[src/rtl/adc_seq_pkg.sv]
package adc_seq_pkg;
  localparam int CFG_W  = 14;
  localparam int CH_LSB = 7;
  localparam int CH_W   = 3;

  typedef enum logic [2:0] {
    ST_INIT, ST_IDLE, ST_CFG_A, ST_CFG_B, ST_CAP, ST_REGW
  } seq_st_e;

  function automatic logic [CFG_W-1:0] init_word(input logic [2:0] ref_sel);
    return {1'b1, 3'd7, 3'd0, 1'b1, ref_sel, 2'd0, 1'b1};
  endfunction
endpackage

[src/rtl/adc_spi_frame.sv]
module adc_spi_frame #(
  parameter int FRAME_BITS = 16,
  parameter int CLK_DIV    = 2
) (
  input  logic                  clk_i,
  input  logic                  rst_ni,
  input  logic                  start_i,
  input  logic [FRAME_BITS-1:0] tx_i,
  input  logic                  miso_i,
  output logic                  sclk_o,
  output logic                  cs_no,
  output logic                  mosi_o,
  output logic                  active_o,
  output logic                  done_o,
  output logic [FRAME_BITS-1:0] rx_o
);
  localparam int DW = (CLK_DIV > 1) ? $clog2(CLK_DIV) : 1;
  localparam int BW = $clog2(FRAME_BITS);
  localparam logic [DW-1:0] DIV_LAST = DW'(CLK_DIV - 1);
  localparam logic [BW-1:0] BIT_LAST = BW'(FRAME_BITS - 1);

  logic [FRAME_BITS-1:0] tx_q, rx_q;
  logic [DW-1:0]         cnt_q;
  logic [BW-1:0]         bit_q;
  logic                  act_q, sclk_q, cs_q, done_q;

  always_ff @(posedge clk_i or negedge rst_ni) begin
    if (!rst_ni) begin
      tx_q <= '0; rx_q <= '0; cnt_q <= '0; bit_q <= '0;
      act_q <= 1'b0; sclk_q <= 1'b0; cs_q <= 1'b1; done_q <= 1'b0;
    end else begin
      done_q <= 1'b0;
      if (!act_q) begin
        if (start_i) begin
          act_q <= 1'b1; cs_q <= 1'b0; tx_q <= tx_i;
          bit_q <= '0; cnt_q <= '0;
        end
      end else if (cnt_q == DIV_LAST) begin
        cnt_q <= '0;
        if (!sclk_q) begin
          sclk_q <= 1'b1;
          rx_q   <= {rx_q[FRAME_BITS-2:0], miso_i};   // rising edge sample
        end else begin
          sclk_q <= 1'b0;
          if (bit_q == BIT_LAST) begin
            act_q <= 1'b0; cs_q <= 1'b1; done_q <= 1'b1;
          end else begin
            bit_q <= bit_q + 1'b1;
            tx_q  <= {tx_q[FRAME_BITS-2:0], 1'b0};    // shift on falling edge
          end
        end
      end else begin
        cnt_q <= cnt_q + 1'b1;
      end
    end
  end

  assign sclk_o   = sclk_q;
  assign cs_no    = cs_q;
  assign mosi_o   = tx_q[FRAME_BITS-1];
  assign active_o = act_q;
  assign done_o   = done_q;
  assign rx_o     = rx_q;
endmodule

[src/rtl/adc_gap_timer.sv]
module adc_gap_timer #(
  parameter int GAP_CYCLES = 200
) (
  input  logic clk_i,
  input  logic rst_ni,
  input  logic frame_end_i,
  output logic open_o
);
  localparam int GW = $clog2(GAP_CYCLES + 1);
  logic [GW-1:0] cnt_q;

  always_ff @(posedge clk_i or negedge rst_ni) begin
    if (!rst_ni)               cnt_q <= '0;
    else if (frame_end_i)      cnt_q <= GW'(GAP_CYCLES);
    else if (cnt_q != '0)      cnt_q <= cnt_q - 1'b1;
  end

  assign open_o = (cnt_q == '0) && !frame_end_i;
endmodule

[src/rtl/adc_word_fmt.sv]
module adc_word_fmt #(
  parameter int FRAME_BITS = 16,
  parameter int RES        = 16
) (
  input  logic [13:0]           cfg_i,
  input  logic                  cap_i,
  input  logic [FRAME_BITS-1:0] rx_i,
  output logic [FRAME_BITS-1:0] tx_o,
  output logic [RES-1:0]        data_o
);
  generate
    if (FRAME_BITS == 16) begin : g_wide
      assign tx_o   = cap_i ? '0 : {cfg_i, 2'b00};
      assign data_o = RES'(rx_i >> (16 - RES));
    end else begin : g_narrow
      assign tx_o   = cap_i ? '0 : cfg_i;
      assign data_o = RES'(rx_i);
    end
  endgenerate
endmodule

[src/rtl/adc_seq_ctrl.sv]
module adc_seq_ctrl
  import adc_seq_pkg::*;
#(
  parameter int NUM_CH     = 8,
  parameter int RES        = 16,
  parameter int FRAME_BITS = 16,
  parameter int CLK_DIV    = 2,
  parameter int GAP_CYCLES = 200,
  parameter int REF_SEL    = 1
) (
  input  logic             clk_i,
  input  logic             rst_ni,
  input  logic             req_i,
  input  logic [2:0]       req_ch_i,
  output logic             busy_o,
  output logic             done_o,
  output logic [RES-1:0]   data_o,
  output logic             err_o,
  input  logic             reg_wr_i,
  input  logic [13:0]      reg_wdata_i,
  output logic [13:0]      cfg_o,
  output logic             sclk_o,
  output logic             cs_no,
  output logic             mosi_o,
  input  logic             miso_i
);
  localparam logic [CFG_W-1:0] INIT_CFG = init_word(3'(REF_SEL));

  seq_st_e               st_q;
  logic [CFG_W-1:0]      cfg_q;
  logic [CH_W-1:0]       cur_q, tgt_q;
  logic [1:0]            dummy_q;
  logic                  quiet_q, launched_q, done_q, err_q;
  logic [RES-1:0]        data_q;

  logic                  launch, eng_active, eng_done, gap_open;
  logic [FRAME_BITS-1:0] tx_word, rx_word;
  logic [RES-1:0]        rx_data;

  adc_spi_frame #(.FRAME_BITS(FRAME_BITS), .CLK_DIV(CLK_DIV)) u_frame (
    .clk_i, .rst_ni, .start_i(launch), .tx_i(tx_word), .miso_i,
    .sclk_o, .cs_no, .mosi_o, .active_o(eng_active), .done_o(eng_done),
    .rx_o(rx_word)
  );

  adc_gap_timer #(.GAP_CYCLES(GAP_CYCLES)) u_gap (
    .clk_i, .rst_ni, .frame_end_i(eng_done), .open_o(gap_open)
  );

  adc_word_fmt #(.FRAME_BITS(FRAME_BITS), .RES(RES)) u_fmt (
    .cfg_i(cfg_q), .cap_i(st_q == ST_CAP), .rx_i(rx_word),
    .tx_o(tx_word), .data_o(rx_data)
  );

  assign launch = (st_q != ST_IDLE) && !launched_q && gap_open && !eng_active;

  always_ff @(posedge clk_i or negedge rst_ni) begin
    if (!rst_ni) begin
      st_q <= ST_INIT; cfg_q <= INIT_CFG; cur_q <= '0; tgt_q <= '0;
      dummy_q <= '0; quiet_q <= 1'b0; launched_q <= 1'b0;
      done_q <= 1'b0; err_q <= 1'b0; data_q <= '0;
    end else begin
      done_q <= 1'b0;
      err_q  <= 1'b0;
      if (launch) launched_q <= 1'b1;
      if (st_q == ST_IDLE) begin
        if (req_i) begin
          if (int'(req_ch_i) < NUM_CH) begin
            tgt_q <= req_ch_i;
            cfg_q[CH_LSB +: CH_W] <= req_ch_i;
            st_q <= ST_CFG_A;
          end else begin
            err_q <= 1'b1;
          end
        end else if (reg_wr_i) begin
          cfg_q <= reg_wdata_i;
          cur_q <= reg_wdata_i[CH_LSB +: CH_W];
          st_q  <= ST_REGW;
        end
      end else if (eng_done) begin
        launched_q <= 1'b0;
        unique case (st_q)
          ST_INIT: begin
            tgt_q <= '0; quiet_q <= 1'b1; dummy_q <= 2'd2; st_q <= ST_CFG_A;
          end
          ST_CFG_A: st_q <= (tgt_q != cur_q) ? ST_CFG_B : ST_CAP;
          ST_CFG_B: st_q <= ST_CAP;
          ST_CAP: begin
            cur_q <= tgt_q;
            if (quiet_q) begin
              if (dummy_q == 2'd1) begin
                quiet_q <= 1'b0; st_q <= ST_IDLE;
              end else begin
                dummy_q <= dummy_q - 1'b1; st_q <= ST_CFG_A;
              end
            end else begin
              done_q <= 1'b1; data_q <= rx_data; st_q <= ST_IDLE;
            end
          end
          ST_REGW: st_q <= ST_IDLE;
          default: st_q <= ST_IDLE;
        endcase
      end
    end
  end

  assign busy_o = (st_q != ST_IDLE);
  assign done_o = done_q;
  assign err_o  = err_q;
  assign data_o = data_q;
  assign cfg_o  = cfg_q;
endmodule

[config.mk]
export PLATFORM = sky130hd
export DESIGN_NAME = adc_seq_ctrl
export DESIGN_NICKNAME = d
export VERILOG_FILES = /design/src/rtl/adc_seq_pkg.sv /design/src/rtl/adc_spi_frame.sv /design/src/rtl/adc_gap_timer.sv /design/src/rtl/adc_word_fmt.sv /design/src/rtl/adc_seq_ctrl.sv
export SDC_FILE = /design/constraint.sdc
export NUM_CORES = 1
export LEC_CHECK = 0
export BUFFER_PORTS_ARGS = -buffer_cell sky130_fd_sc_hd__buf_4
export CAP_MARGIN = 20
export CORE_MARGIN = 1.5
export CORE_UTILIZATION = 40
export CTS_CLUSTER_SIZE = 16
export DETAILED_ROUTE_END_ITERATION = 7
export PLACE_DENSITY_LB_ADDON = 0.05
export SLEW_MARGIN = 15
export SYNTH_ARGS = -nofsm -noshare
export SYNTH_HDL_FRONTEND = slang
export SYNTH_SLANG_ARGS = --single-unit
[constraint.sdc]
create_clock -name clk_i -period 2.5 [get_ports clk_i]
set_clock_uncertainty 0.05 [all_clocks]
set_input_delay 0.25 -clock clk_i [delete_from_list [all_inputs] [get_ports clk_i]]
set_output_delay 0.25 -clock clk_i [all_outputs]
set_load 0.02 [all_outputs]
==> results summary <==
The clock tree synthesis step divided the H-tree into 3 levels. The Yosys warning count is 0. The initial antenna violation count came out at 0. The total grt overflow is 0.

The category of cells accounting for the largest share of critical-path delay is simple AND/OR/NAND/NOR gates. The via density per instance came out at 4.90. The area overhead of the layout relative to synthesis is 19.8%. The number of max-cap violations came out at 0. The critical path depth in cells is 6. Once the floorplan was initialized, standard cells occupied 41.3% of the core. The worst setup path is captured at a flip-flop.

The floorplan die area is 0.0108 sq mm. The number of gates resized after CTS was 0. STA classifies the critical path startpoint as a flip-flop. The die boundary height came out at 104 um. The sequential element share of the synthesized area is 56.3%. The final-report hold violation count came out at 0. The post-detailed-routing wire length is 7.52 mm. The final layout net count came out at 425. The critical path ends at u_frame.tx_q[4]. The internal reg-to-reg setup slack is 260 ps.

The achievable frequency is 447 MHz. The number of buffers inserted by port buffering came out at 56. The area of the mapped netlist came out at 0.00406 sq mm.

The total global-route track usage came out at 15.3%. The clock tree root driver cell is sky130_fd_sc_hd__clkbuf_8. The via count of the first global-routing pass came out at 2741. In the final timing run, aggregate negative setup slack is 0 ps.

Entering global routing, the biggest net connects 41 pins. TritonCTS built the clock tree. Measured against its own limit, the worst slew margin works out to 60.3%. The number of cells produced by synthesis came out at 338.

The average wire per cell in the routed design is 14.0 um. After synthesis, the netlist uses 49 different library cells. At the pin with the least slew margin, the transition time is 591 ps. The final worst hold slack came out at 62.0 ps. The top-level port count is 58.

The row count is 36. The total via count after detailed routing is 2635. The final worst slack came out at 263 ps.

The share of cells above drive strength 1 came out at 38.0%. The signal arrival time at the worst endpoint is 2440 ps. The number of nets still failing antenna checks after routing came out at 0. Before CTS, the worst setup slack after placement is 308 ps. The path type of the worst min-delay path is primary input to flip-flop. The clock sink count is 91. The flip-flop and latch count after synthesis is 91. The first routing iteration left 62 violations. The DRC violations left came out at 0. Counting tap cells, the placed design contains a total of 521 instances. No sink is reached through more buffers than the 2 on the longest clock path. The total buffers and inverters traversed by the critical path is 1. Across the VDD grid, the largest voltage drop is 0.371 mV. The setup-violating endpoint count in the final report came out at 0. In this run the worst setup path begins at u_gap.cnt_q[0].

The final period demand of the worst path is 2240 ps. The final max-slew violation count is 0. The number of cells on the worst reg-to-reg path is 6. The slowest stage of the critical path is the sky130_fd_sc_hd__nor3b_1 cell. The most used flip-flop cell after synthesis is sky130_fd_sc_hd__dfrtp_1.

The run finished with clean final reports. For this design the static power due to leakage is 2.26 nW. The core outline area is 0.00982 sq mm. Setup repair after global routing left no endpoint under its margin. In the synthesized netlist the async set-or-reset flop fraction comes to 100%. The post-synthesis area per instance came out at 12.0 sq um. The biggest cell delay along the critical path came out at 470 ps. The post-synth net total came out at 363. Once layout is complete, the utilization of the core stands at 49.5%.

The placer's final routability congestion estimate is 0.823. The final period utilization is 89.5%. The number of non-filler instances in the completed layout is 538. The critical path is of the flip-flop to flip-flop type. Walking the worst path, the cells encountered are inv_1 > ha_1 > nor3b_1 > and4_1 > nand2b_4 > mux2_2. Of all nets on the critical path, the largest fanout is 14. From left edge to right edge, the die measures 104 um. The first global-routing pass estimated 13.2 mm of wire. The required time reported for the critical path endpoint came out at 2700 ps. The total half-perimeter wirelength after legalization and detailed placement is 5.11 mm. The first detailed-routing pass ran for 4 iterations. In this run the critical register-to-register path is captured at u_frame.tx_q[4].

The clock insertion delay at the later pin of the skew report is 360 ps. For this design the ratio of total power to cell area is 1050 mW/mm^2. 0 antenna diodes ended up in the layout.

The number of enable-type register cells in the synthesized netlist came out at 0. The number of clock buffers added by TritonCTS is 9. The reg-to-reg startpoint is u_gap.cnt_q[0]. The clock-pin transition on the worst setup and hold timing paths is 90 ps.
[report_power, final]
group | internal [mW] | switching (mW) | leakage (nW)
Clock | 0.592 | 0.524 | 0.117
Sequential | 1.98 | 0.417 | 1.14
Combinational | 0.860 | 0.749 | 1.01
Total | 3.43 | 1.69 | 2.26
[cell usage after synthesis (6+ instances only)]
cell / instances / share of area [%]
sky130_fd_sc_hd__dfrtp_1: 83 / 51
sky130_fd_sc_hd__mux2_2: 51 / 14
sky130_fd_sc_hd__nand2_1: 45 / 4.2
sky130_fd_sc_hd__o21ai_0: 25 / 3.1
sky130_fd_sc_hd__nor2_1: 14 / 1.3
sky130_fd_sc_hd__inv_1: 12 / 1.1
sky130_fd_sc_hd__mux2_4: 9 / 3.3
sky130_fd_sc_hd__dfstp_2: 8 / 5.2
sky130_fd_sc_hd__xnor2_1: 8 / 1.7
sky130_fd_sc_hd__clkbuf_1: 7 / 0.65
sky130_fd_sc_hd__nor2b_1: 7 / 1.1
sky130_fd_sc_hd__a21oi_1: 6 / 0.74
[worst min path at each step]
stage / slack (ps) / endpoint / start / cells after the start
2_1_floorplan: -100 / cfg_o[1] / rst_ni / 0
4_1_cts: 50 / cfg_o[5] / reg_wdata_i[5] / 2
3_5_place_dp: 240 / u_frame.tx_q[11] / rst_ni / 1
5_1_grt: 50 / cfg_o[1] / reg_wdata_i[1] / 2
6_report: 60 / cfg_o[5] / reg_wdata_i[5] / 2
3_3_place_gp: 240 / u_frame.tx_q[11] / rst_ni / 1
[routing by layer]
layer  part of all wire (%)  track usage, %  vias to the layer above  wire (um)
li1                       -               -                     1283          -
met1                     49            20.0                     1298       3650
met2                     46            24.5                       43       3460
met3                    3.3            3.08                       11        247
met4                    2.1            7.24                        0        159
met5                      0               0                        -          0
[layout make-up]
class / count / area (sq um)
Multi-Input combinational cell: 220 / 1640
Inverter: 13 / 48.8
Tap cell: 133 / 166
Fill cell: 937 / 4960
Sequential cell: 91 / 2290
Clock inverter: 6 / 87.6
Timing Repair Buffer: 65 / 490
Clock buffer: 10 / 138
[registers in the layout, indices dropped and copies added (netlist names), 4 cells and up]
| register | count |
|---|---|
| u_frame.rx_o | 16 |
| cfg_o | 14 |
| u_frame.bit_q | 4 |
| u_gap.cnt_q | 8 |
| data_o | 16 |
| u_frame.tx_q | 14 |
[stage by stage]
step	instance area, sq um	total power [mW]
5_1_grt	4860	5.50
4_1_cts	4860	5.22
6_report	4860	5.12
2_1_floorplan	4060	3.57
3_3_place_gp	4630	4.04
3_5_place_dp	4630	4.07
[cells by family after synthesis]
family | synth area share, %
mux | 18.7
compound gates | 7.03
simple gates | 11.8
fa+ha+maj | 0.925
other cells | 0.0924
flops | 56.3
buf+inv | 3.17
xor+xnor | 1.94
[cells in the final DEF, fill, tap and decap left out, types with 2 or more instances in the layout]
cell,count
sky130_fd_sc_hd__a22oi_1,3
sky130_fd_sc_hd__buf_4,64
sky130_fd_sc_hd__a31oi_1,2
sky130_fd_sc_hd__nand2_1,45
sky130_fd_sc_hd__nor2_1,14
sky130_fd_sc_hd__mux2_2,51
sky130_fd_sc_hd__bufinv_16,2
sky130_fd_sc_hd__a21oi_1,6
sky130_fd_sc_hd__clkbuf_8,10
sky130_fd_sc_hd__nand3_1,5
sky130_fd_sc_hd__nor2b_1,7
sky130_fd_sc_hd__xnor2_1,8
sky130_fd_sc_hd__ha_1,3
sky130_fd_sc_hd__inv_1,12
sky130_fd_sc_hd__dfrtp_1,83
sky130_fd_sc_hd__and3_1,2
sky130_fd_sc_hd__o21ai_0,25
sky130_fd_sc_hd__clkinv_2,2
sky130_fd_sc_hd__mux2i_1,5
sky130_fd_sc_hd__dfstp_2,8
sky130_fd_sc_hd__nor3_1,5
sky130_fd_sc_hd__mux2_4,9
sky130_fd_sc_hd__o22ai_1,3
sky130_fd_sc_hd__nand2b_1,4
[timing repair]
action / 4_1_cts / 5_1_grt
setup buffers: 0 / 0
endpoints found under the hold margin: 38 / 0
hold buffers: 1 / 0
No activity file was read; power rests on OpenSTA's default activity.
